==> config.mk <==
export PLATFORM = sky130hd
export DESIGN_NAME = uart_irq_combiner
export DESIGN_NICKNAME = d
export VERILOG_FILES = /design/src/rtl/uart_irq_pkg.sv /design/src/rtl/irq_rst_sync.sv /design/src/rtl/irq_status_reg.sv /design/src/rtl/irq_mask_reg.sv /design/src/rtl/irq_line_gen.sv /design/src/rtl/uart_irq_combiner.sv
export SDC_FILE = /design/constraint.sdc
export NUM_CORES = 1
export LEC_CHECK = 0
export ABC_CLOCK_PERIOD_IN_PS = 2500
export BUFFER_PORTS_ARGS = -buffer_cell sky130_fd_sc_hd__buf_2
export CORE_MARGIN = 2
export CORE_UTILIZATION = 38
export DETAILED_ROUTE_END_ITERATION = 8
export PLACE_DENSITY = 0.86
export SLEW_MARGIN = 0
export SYNTH_ARGS = -nofsm -noshare
export SYNTH_HDL_FRONTEND = slang
export SYNTH_SLANG_ARGS = --single-unit
==> constraint.sdc <==
create_clock -name clk -period 2.5 [get_ports clk]
set_clock_uncertainty 0.1 [all_clocks]
set_input_delay 0.125 -clock clk [delete_from_list [all_inputs] [get_ports clk]]
set_output_delay 0.125 -clock clk [all_outputs]
set_load 0.02 [all_outputs]
==> src/rtl/uart_irq_pkg.sv <==
package uart_irq_pkg;

  localparam int STAT_W  = 11;
  localparam int NUM_IRQ = 6;

  typedef logic [STAT_W-1:0] stat_t;

  localparam int B_RING  = 0;
  localparam int B_CTS   = 1;
  localparam int B_DCD   = 2;
  localparam int B_DSR   = 3;
  localparam int B_RX    = 4;
  localparam int B_TX    = 5;
  localparam int B_RXTO  = 6;
  localparam int B_FRAME = 7;
  localparam int B_PAR   = 8;
  localparam int B_BREAK = 9;
  localparam int B_OVR   = 10;

  localparam stat_t GRP_MODEM = stat_t'((1 << B_RING) | (1 << B_CTS) | (1 << B_DCD) | (1 << B_DSR));
  localparam stat_t GRP_ERR   = stat_t'((1 << B_FRAME) | (1 << B_PAR) | (1 << B_BREAK) | (1 << B_OVR));
  localparam stat_t GRP_ALL   = '1;

  // line order: combined, receive, transmit, timeout, modem, error
  function automatic stat_t line_mask(input int idx);
    case (idx)
      0:       line_mask = GRP_ALL;
      1:       line_mask = stat_t'(1 << B_RX);
      2:       line_mask = stat_t'(1 << B_TX);
      3:       line_mask = stat_t'(1 << B_RXTO);
      4:       line_mask = GRP_MODEM;
      default: line_mask = GRP_ERR;
    endcase
  endfunction

endpackage

==> src/rtl/irq_rst_sync.sv <==
module irq_rst_sync (
  input  logic clk,
  input  logic rst_n,
  output logic rst_sync_n
);
  logic [1:0] sync_q;

  always_ff @(posedge clk or negedge rst_n) begin
    if (!rst_n) sync_q <= '0;
    else        sync_q <= {sync_q[0], 1'b1};
  end

  assign rst_sync_n = sync_q[1];
endmodule

==> src/rtl/irq_status_reg.sv <==
module irq_status_reg #(
  parameter int W = 11
) (
  input  logic         clk,
  input  logic         rst_n,
  input  logic [W-1:0] set_i,
  input  logic         clr_en_i,
  input  logic [W-1:0] clr_bits_i,
  output logic [W-1:0] raw_o
);
  logic [W-1:0] raw_q;
  logic [W-1:0] raw_d;
  logic [W-1:0] clr_eff;
  logic         upd_en;

  always_comb begin
    clr_eff = clr_en_i ? clr_bits_i : '0;
    // a set pulse overrides a clear on the same bit
    raw_d   = (raw_q & ~clr_eff) | set_i;
    upd_en  = clr_en_i | (|set_i);
  end

  always_ff @(posedge clk or negedge rst_n) begin
    if (!rst_n)      raw_q <= '0;
    else if (upd_en) raw_q <= raw_d;
  end

  assign raw_o = raw_q;
endmodule

==> src/rtl/irq_mask_reg.sv <==
module irq_mask_reg #(
  parameter int W = 11
) (
  input  logic         clk,
  input  logic         rst_n,
  input  logic         we_i,
  input  logic [W-1:0] wdata_i,
  output logic [W-1:0] mask_o
);
  logic [W-1:0] mask_q;

  always_ff @(posedge clk or negedge rst_n) begin
    if (!rst_n)    mask_q <= '0;
    else if (we_i) mask_q <= wdata_i;
  end

  assign mask_o = mask_q;
endmodule

==> src/rtl/irq_line_gen.sv <==
module irq_line_gen
  import uart_irq_pkg::*;
#(
  parameter int W     = STAT_W,
  parameter int LINES = NUM_IRQ
) (
  input  logic             clk,
  input  logic             rst_n,
  input  logic [W-1:0]     masked_i,
  output logic [LINES-1:0] irq_o
);
  logic [LINES-1:0] irq_d;
  logic [LINES-1:0] irq_q;

  for (genvar g = 0; g < LINES; g++) begin : g_line
    localparam stat_t SEL = line_mask(g);
    always_comb irq_d[g] = |(masked_i & W'(SEL));
  end

  always_ff @(posedge clk or negedge rst_n) begin
    if (!rst_n) irq_q <= '0;
    else        irq_q <= irq_d;
  end

  assign irq_o = irq_q;
endmodule

==> src/rtl/uart_irq_combiner.sv <==
module uart_irq_combiner
  import uart_irq_pkg::*;
#(
  parameter int DATA_W = 32
) (
  input  logic                  clk,
  input  logic                  rst_n,
  input  logic [STAT_W-1:0]     set_pulse,
  input  logic                  mask_we,
  input  logic [DATA_W-1:0]     mask_wdata,
  input  logic                  clr_we,
  input  logic [DATA_W-1:0]     clr_wdata,
  output logic [DATA_W-1:0]     raw_status,
  output logic [DATA_W-1:0]     masked_status,
  output logic [NUM_IRQ-1:0]    irq_out
);
  localparam int PAD_W = DATA_W - STAT_W;

  logic        rst_sync_n;
  stat_t       raw_q;
  stat_t       mask_q;
  stat_t       masked;
  logic        unused_hi;

  assign unused_hi = ^{mask_wdata[DATA_W-1:STAT_W], clr_wdata[DATA_W-1:STAT_W]};

  irq_rst_sync u_rst (
    .clk        (clk),
    .rst_n      (rst_n),
    .rst_sync_n (rst_sync_n)
  );

  irq_status_reg #(.W(STAT_W)) u_stat (
    .clk        (clk),
    .rst_n      (rst_sync_n),
    .set_i      (set_pulse),
    .clr_en_i   (clr_we),
    .clr_bits_i (clr_wdata[STAT_W-1:0]),
    .raw_o      (raw_q)
  );

  irq_mask_reg #(.W(STAT_W)) u_mask (
    .clk     (clk),
    .rst_n   (rst_sync_n),
    .we_i    (mask_we),
    .wdata_i (mask_wdata[STAT_W-1:0]),
    .mask_o  (mask_q)
  );

  assign masked = raw_q & mask_q;

  irq_line_gen #(.W(STAT_W), .LINES(NUM_IRQ)) u_lines (
    .clk      (clk),
    .rst_n    (rst_sync_n),
    .masked_i (masked),
    .irq_o    (irq_out)
  );

  assign raw_status    = {{PAD_W{1'b0}}, raw_q};
  assign masked_status = {{PAD_W{1'b0}}, masked};
endmodule

Yosys cells after proc, flatten, opt, wreduce, memory -nomap -nowiden
Cells that the tools add are included.
- mux-type cells: 1
- bitwise operators: 5
- reductions and logical operators: 4
- operator list (cell ; count):
    $and 11x11->11 ; 2
    $reduce_or 11->1 ; 2
    $mux 11 ; 1
    $not 11->11 ; 1
    $or 11x11->11 ; 1
    $reduce_or 4->1 ; 2
    $or 1x1->1 ; 1
- bits in registers: 30
- word-level logic and storage cells: 14

Depth between registers and ports, before layout
- depth in word-level cells: 4
- depth in mapped cells: 3

Cells and area by module
Synthesis repeated with hierarchy kept, for this count alone.
- cells, all modules: 124
- area, all modules: 1485.2 um^2
- by module, submodules not included (module ; times used ; cells an instance ; area an instance (um^2) ; sequential area each (um^2)):
    irq_mask_reg ; 1 ; 23 ; 447.9 ; 275.3
    irq_status_reg ; 1 ; 34 ; 410.4 ; 275.3
    uart_irq_combiner ; 1 ; 54 ; 387.9 ; 0.0
    irq_line_gen ; 1 ; 10 ; 185.2 ; 150.1
    irq_rst_sync ; 1 ; 3 ; 53.8 ; 50.0

Least setup slack after synthesis
Ideal clock, no wire load.
- kind: register to register
- start: register u_stat.raw_q[1], in the netlist u_stat.raw_o[1]
- end: register u_lines.irq_q[0], in the netlist u_lines.irq_o[0]
- library setup time: 139 ps
- arrival: 1713 ps
- data required time: 2261 ps
- slack: 549 ps
- cell stages (with the launch flop): 4
- buffers on the path: 0
- period minus slack after synthesis: 1951 ps
- cells stage by stage: dfrtp_1 -> and2_1 -> or4_4 -> or4_1
- longest elaborated chain between the ends: 2
- RTL lines (element ; line ; RTL):
    start: declaration ; irq_status_reg.sv:11 ; logic [W-1:0] raw_q;
    start signal: assignment ; irq_status_reg.sv:25 ; else if (upd_en) raw_q <= raw_d;
    $and 11x11->11 ; uart_irq_combiner.sv:50 ; assign masked = raw_q & mask_q;
    named net masked_status[1] ; uart_irq_combiner.sv:14 ; output logic [DATA_W-1:0] masked_status,
    $reduce_or 11->1 ; irq_line_gen.sv:17 ; always_comb irq_d[g] = |(masked_i & W'(SEL));
    named net u_lines.irq_d[0] ; irq_line_gen.sv:12 ; logic [LINES-1:0] irq_d;
    end signal: assignment ; irq_line_gen.sv:22 ; else irq_q <= irq_d;
    end: declaration ; irq_line_gen.sv:13 ; logic [LINES-1:0] irq_q;
The timed path passes the listed nets, and every way through them passes these cells.
A chain may end at the register's enable or synchronous reset.

Final worst setup path
- start: register u_stat.raw_q[10], in the netlist u_stat.raw_o[10]
- end: register u_lines.irq_q[0], in the netlist u_lines.irq_o[0]
- longest elaborated chain between the ends: 2
- RTL lines (element ; line):
    $and 11x11->11 ; uart_irq_combiner.sv:50
    $reduce_or 11->1 ; irq_line_gen.sv:17
    named net u_lines.irq_d[0] ; irq_line_gen.sv:12
The timed path passes the listed nets, and every way through them passes these cells.

==> results.txt <==
* Destination of the worst hold path: u_stat.raw_o[10]
* Cell taking the most area after synthesis: sky130_fd_sc_hd__dfrtp_1
- Sum Neg Setup Slack: 0 ns
- Of the total synthesized cell area, the portion taken by AND, OR, NAND and NOR gates is 0.0997.
* Floorplan row count: 22
* Initial Util: 0.397
- Max-capacitance violation count: 0
- Highest Clock Rate: approximately 0.53 GHz
- GRT Util Overall: 0.146
- Clk sink count: 30
- Quantity of I/O buffers inserted on ports: 64
* Switching power of the nets: roughly 0.35 mW
* Top-Level Pins: 149
- The setup path with the least slack is of type reg -> reg.
* Minimum clock period after layout: 1.87 ns
* Ranking of synthesized cells by instance count: sky130_fd_sc_hd__buf_4, sky130_fd_sc_hd__dfrtp_1, sky130_fd_sc_hd__a21o_1, sky130_fd_sc_hd__mux2_2, sky130_fd_sc_hd__nand2_1
- For this run, the leading register cell type out of synthesis is sky130_fd_sc_hd__dfrtp_1.
- Reg2Reg Launch Point: u_stat.raw_o[10]
- Dividing the synthesized area by the synthesized cell count gives 11.5 µm².
* Combinational share of power: 0.241
- Parity-gate share of the synthesized area counting xor and xnor cells: 0
* Largest net degree at the start of global routing: 18
- Root buf cell: sky130_fd_sc_hd__clkbuf_8
- The later pin in the worst-skew pair is clocked with a latency of 0.27 ns.
- Top delay family on crit path: simple AND/OR/NAND/NOR gates
- TritonCTS built the clock tree.
- The number of clock buffers added by TritonCTS is 5.
* Antenna violations before repair: 0
* RSZ-0062 raised after global routing: false
* Switching power as a share of total power: 0.298
- The number of buffers and inverters on the critical path is 0.
- Synth async-reset ratio: 1.00
- After synthesis, the largest family of logic cells by area is buffers and inverters.
* Detailed Routing Iterations Pass 1: 5
* Path class of the lowest-slack min-delay path: in -> reg
- Crit path largest cell delay: 0.58 ns
- Synthesized netlist cell count: ~130
- In this run the number of H-tree levels came out at 2.
- The share of total power dissipated in the clock network is 0.295.
- In the final routed layout, each cell accounts on average for 11.8 µm.
* Largest voltage drop on the vdd net: approximately 0.39 mV
* Setup fix buffers added after clock tree synthesis: 0
* Fraction of the mapped netlist area in adder cells: 0
- The most numerous cell type found on the critical path is sky130_fd_sc_hd__or4_1.
- Setup violations remaining at the end of the flow were counted as 0.
* Number of synthesized register bits: 30
- Post-synth top area share: 0.516
* Net count of the finished layout: 295
- Synthesized-area fraction occupied by ao, oa, aoi and oai cells: 0.0567
- Count of yosys warnings during synthesis: 0
* Cell variety after synth: 12
* Signal arrival time at the worst endpoint: 1.91 ns
* Global placement routability congestion: 0.636
- P&R area growth vs syn: 34.6%
- The floorplan step defined a core boundary enclosing roughly 3700 µm².
- For the worst setup path, the data required time is 2.54 ns.
* Internal power consumption: a little over 0.8 mW
- Reg-to-reg critical path endpoint: u_lines.irq_o[0]
- Period utilization: 0.748
* Proportion of synthesized chip area in sequential cells: 0.516
- Start point of the worst min-delay path: clr_wdata[10]
* Overall power consumption: around 1.2 mW
- Total gr overflow: 0
- Diodes inserted: 0
- The die covers 4340 µm².
- Violation count after the first detailed-route iteration: 18
- Share of synthesized area spent on multiplexers: 0.0851
- Along the worst path, the maximum fanout reaches 3.
* Detail Placement HPWL: 2.15 mm
- Number of nets with antenna violations after detailed routing: 0
- In the final layout, the share of cells above drive strength 1 is 0.389.
- Width of the die: 65.9 µm
- The share of total power dissipated in sequential elements is 0.464.
- Crit end category: flop
* Vertical extent of the die: 65.9 µm
- Register-to-register setup slack: 0.63 ns
- Crit-path cells: and2_1 > or4_1 > or4_1
- Residual DRC: 0
- Clock Tree Buf Depth: 2
- The worst register-to-register path has a depth of 3.
* Cell at the slowest stage of the critical path: sky130_fd_sc_hd__or4_1
* Via count of the first global-routing pass: 988
- The hold violation count in the final report came to 0.
* Outcome: finished clean
- Kind of launch point of the worst setup path: flop
* Clock transition at the register clock pins on the worst setup and hold paths after CTS: 0.06 ns
- Average vias per placed instance: 3.93
- In this run the cell area of the synthesized design comes to 1460 µm².
* Number of cells on the worst hold path: 3
- Total wirelength of the detailed-routed design: 3.10 mm
- Global-route wire length before repair: 4.46 mm
- Top cells by area in the synthesized netlist: sky130_fd_sc_hd__dfrtp_1, sky130_fd_sc_hd__buf_4, sky130_fd_sc_hd__mux2_2
- The routed layout has 1037 vias.
- sky130_fd_sc_hd__buf_4 is the most common cell in the netlist.
- Summed over all cells, the static leakage comes to 0.995 nW.
- Filler cell count in the final layout: 337
- Power per Cell Area: approximately 600 nW/µm²
* Fin. max-slew vios: 0
* Number of enable flip-flop cells after synthesis: 0
## final cells by class
class	instances	area (µm²)	share of cell area
Sequential cell	30	751	0.383
Tap cell	48	60.1	0.0307
Clock buffer	7	76.3	0.0390
Multi-Input combinational cell	91	513	0.262
Timing Repair Buffer	88	558	0.285
## power groups by stage
| stage | combinational, mW | sequential (mW) | clock, mW |
|---|---|---|---|
| after floorplan | 0.201 | 0.582 | 0 |
| after global placement | 0.251 | 0.555 | 0 |
| after detailed placement | 0.254 | 0.557 | 0 |
| after CTS | 0.283 | 0.548 | 0.358 |
| after global routing | 0.306 | 0.553 | 0.384 |
| final | 0.284 | 0.547 | 0.348 |
## stage by stage
stage           util  cell area, µm²  setup slack [ns]  instances  hold slack [ns]
6_report       0.535            1960             0.629        264           0.0275
5_1_grt        0.535            1960             0.572        264           0.0239
4_1_cts        0.535            1960             0.614        264           0.0208
3_5_place_dp   0.451            1650             0.626        234           -0.185
3_3_place_gp   0.451            1650             0.649        234           -0.188
2_1_floorplan      -            1610             0.549        168           -0.271
## registers in the layout, summed over array words and instances, names as in the netlist
| name | count |
|---|---|
| u_mask.mask_o | 11 |
| u_stat.raw_o | 11 |
| u_lines.irq_o | 6 |
| u_rst.sync_q | 2 |
## layer usage
metal	GRT usage	wire, µm
met4	0.0599	36
met2	0.260	1660
met5	0	0
met1	0.148	1170
met3	0.0613	229
## worst min-delay path, delay by kind of cell
kind	cells	cell delay [ns]
AND/OR/NAND/NOR	1	0.05
AO/OA/AOI/OAI	1	0.10
buffers and inverters	1	0.09
## kinds of logic (layout without fill, tap and decap cells)
group           Yosys count  in the layout
compound gates           11             11
flops                    30             30
mux                      11             11
buf+inv                  47             95
other cells               2             43
simple gates             26             26
## repair_timing
action,in CTS,in global routing
hold buffers,23,0
hold endpoints to repair,24,0
gates resized for setup,0,0
## placed cells by master, fill, tap and decap left out
cell type / synthesis / final
sky130_fd_sc_hd__or2_2: 1 / 1
sky130_fd_sc_hd__nand2_1: 11 / 11
sky130_fd_sc_hd__conb_1: 2 / 43
sky130_fd_sc_hd__and2_4: 1 / 1
sky130_fd_sc_hd__a21o_1: 11 / 11
sky130_fd_sc_hd__clkbuf_8: 0 / 5
sky130_fd_sc_hd__buf_4: 45 / 1
sky130_fd_sc_hd__dlygate4sd3_1: 0 / 23
sky130_fd_sc_hd__and2_1: 10 / 10
sky130_fd_sc_hd__or4_4: 1 / 1
sky130_fd_sc_hd__clkbuf_1: 2 / 2
sky130_fd_sc_hd__or4_1: 2 / 2
sky130_fd_sc_hd__dfrtp_1: 30 / 30
sky130_fd_sc_hd__buf_2: 0 / 64
sky130_fd_sc_hd__mux2_2: 11 / 11
## how the worst max path moves through the flow
stage / start / endpoint / slack (ns) / cells after the start
finish: u_stat.raw_o[10] / u_lines.irq_o[0] / 0.63 / 3
global route: u_stat.raw_o[10] / u_lines.irq_o[0] / 0.57 / 3
CTS: u_stat.raw_o[10] / u_lines.irq_o[0] / 0.61 / 3
detailed placement: u_stat.raw_o[10] / u_lines.irq_o[0] / 0.63 / 3
global placement: u_stat.raw_o[10] / u_lines.irq_o[0] / 0.65 / 3
floorplan: u_stat.raw_o[1] / u_lines.irq_o[0] / 0.55 / 3
No activity file was read; power rests on OpenSTA's default activity.
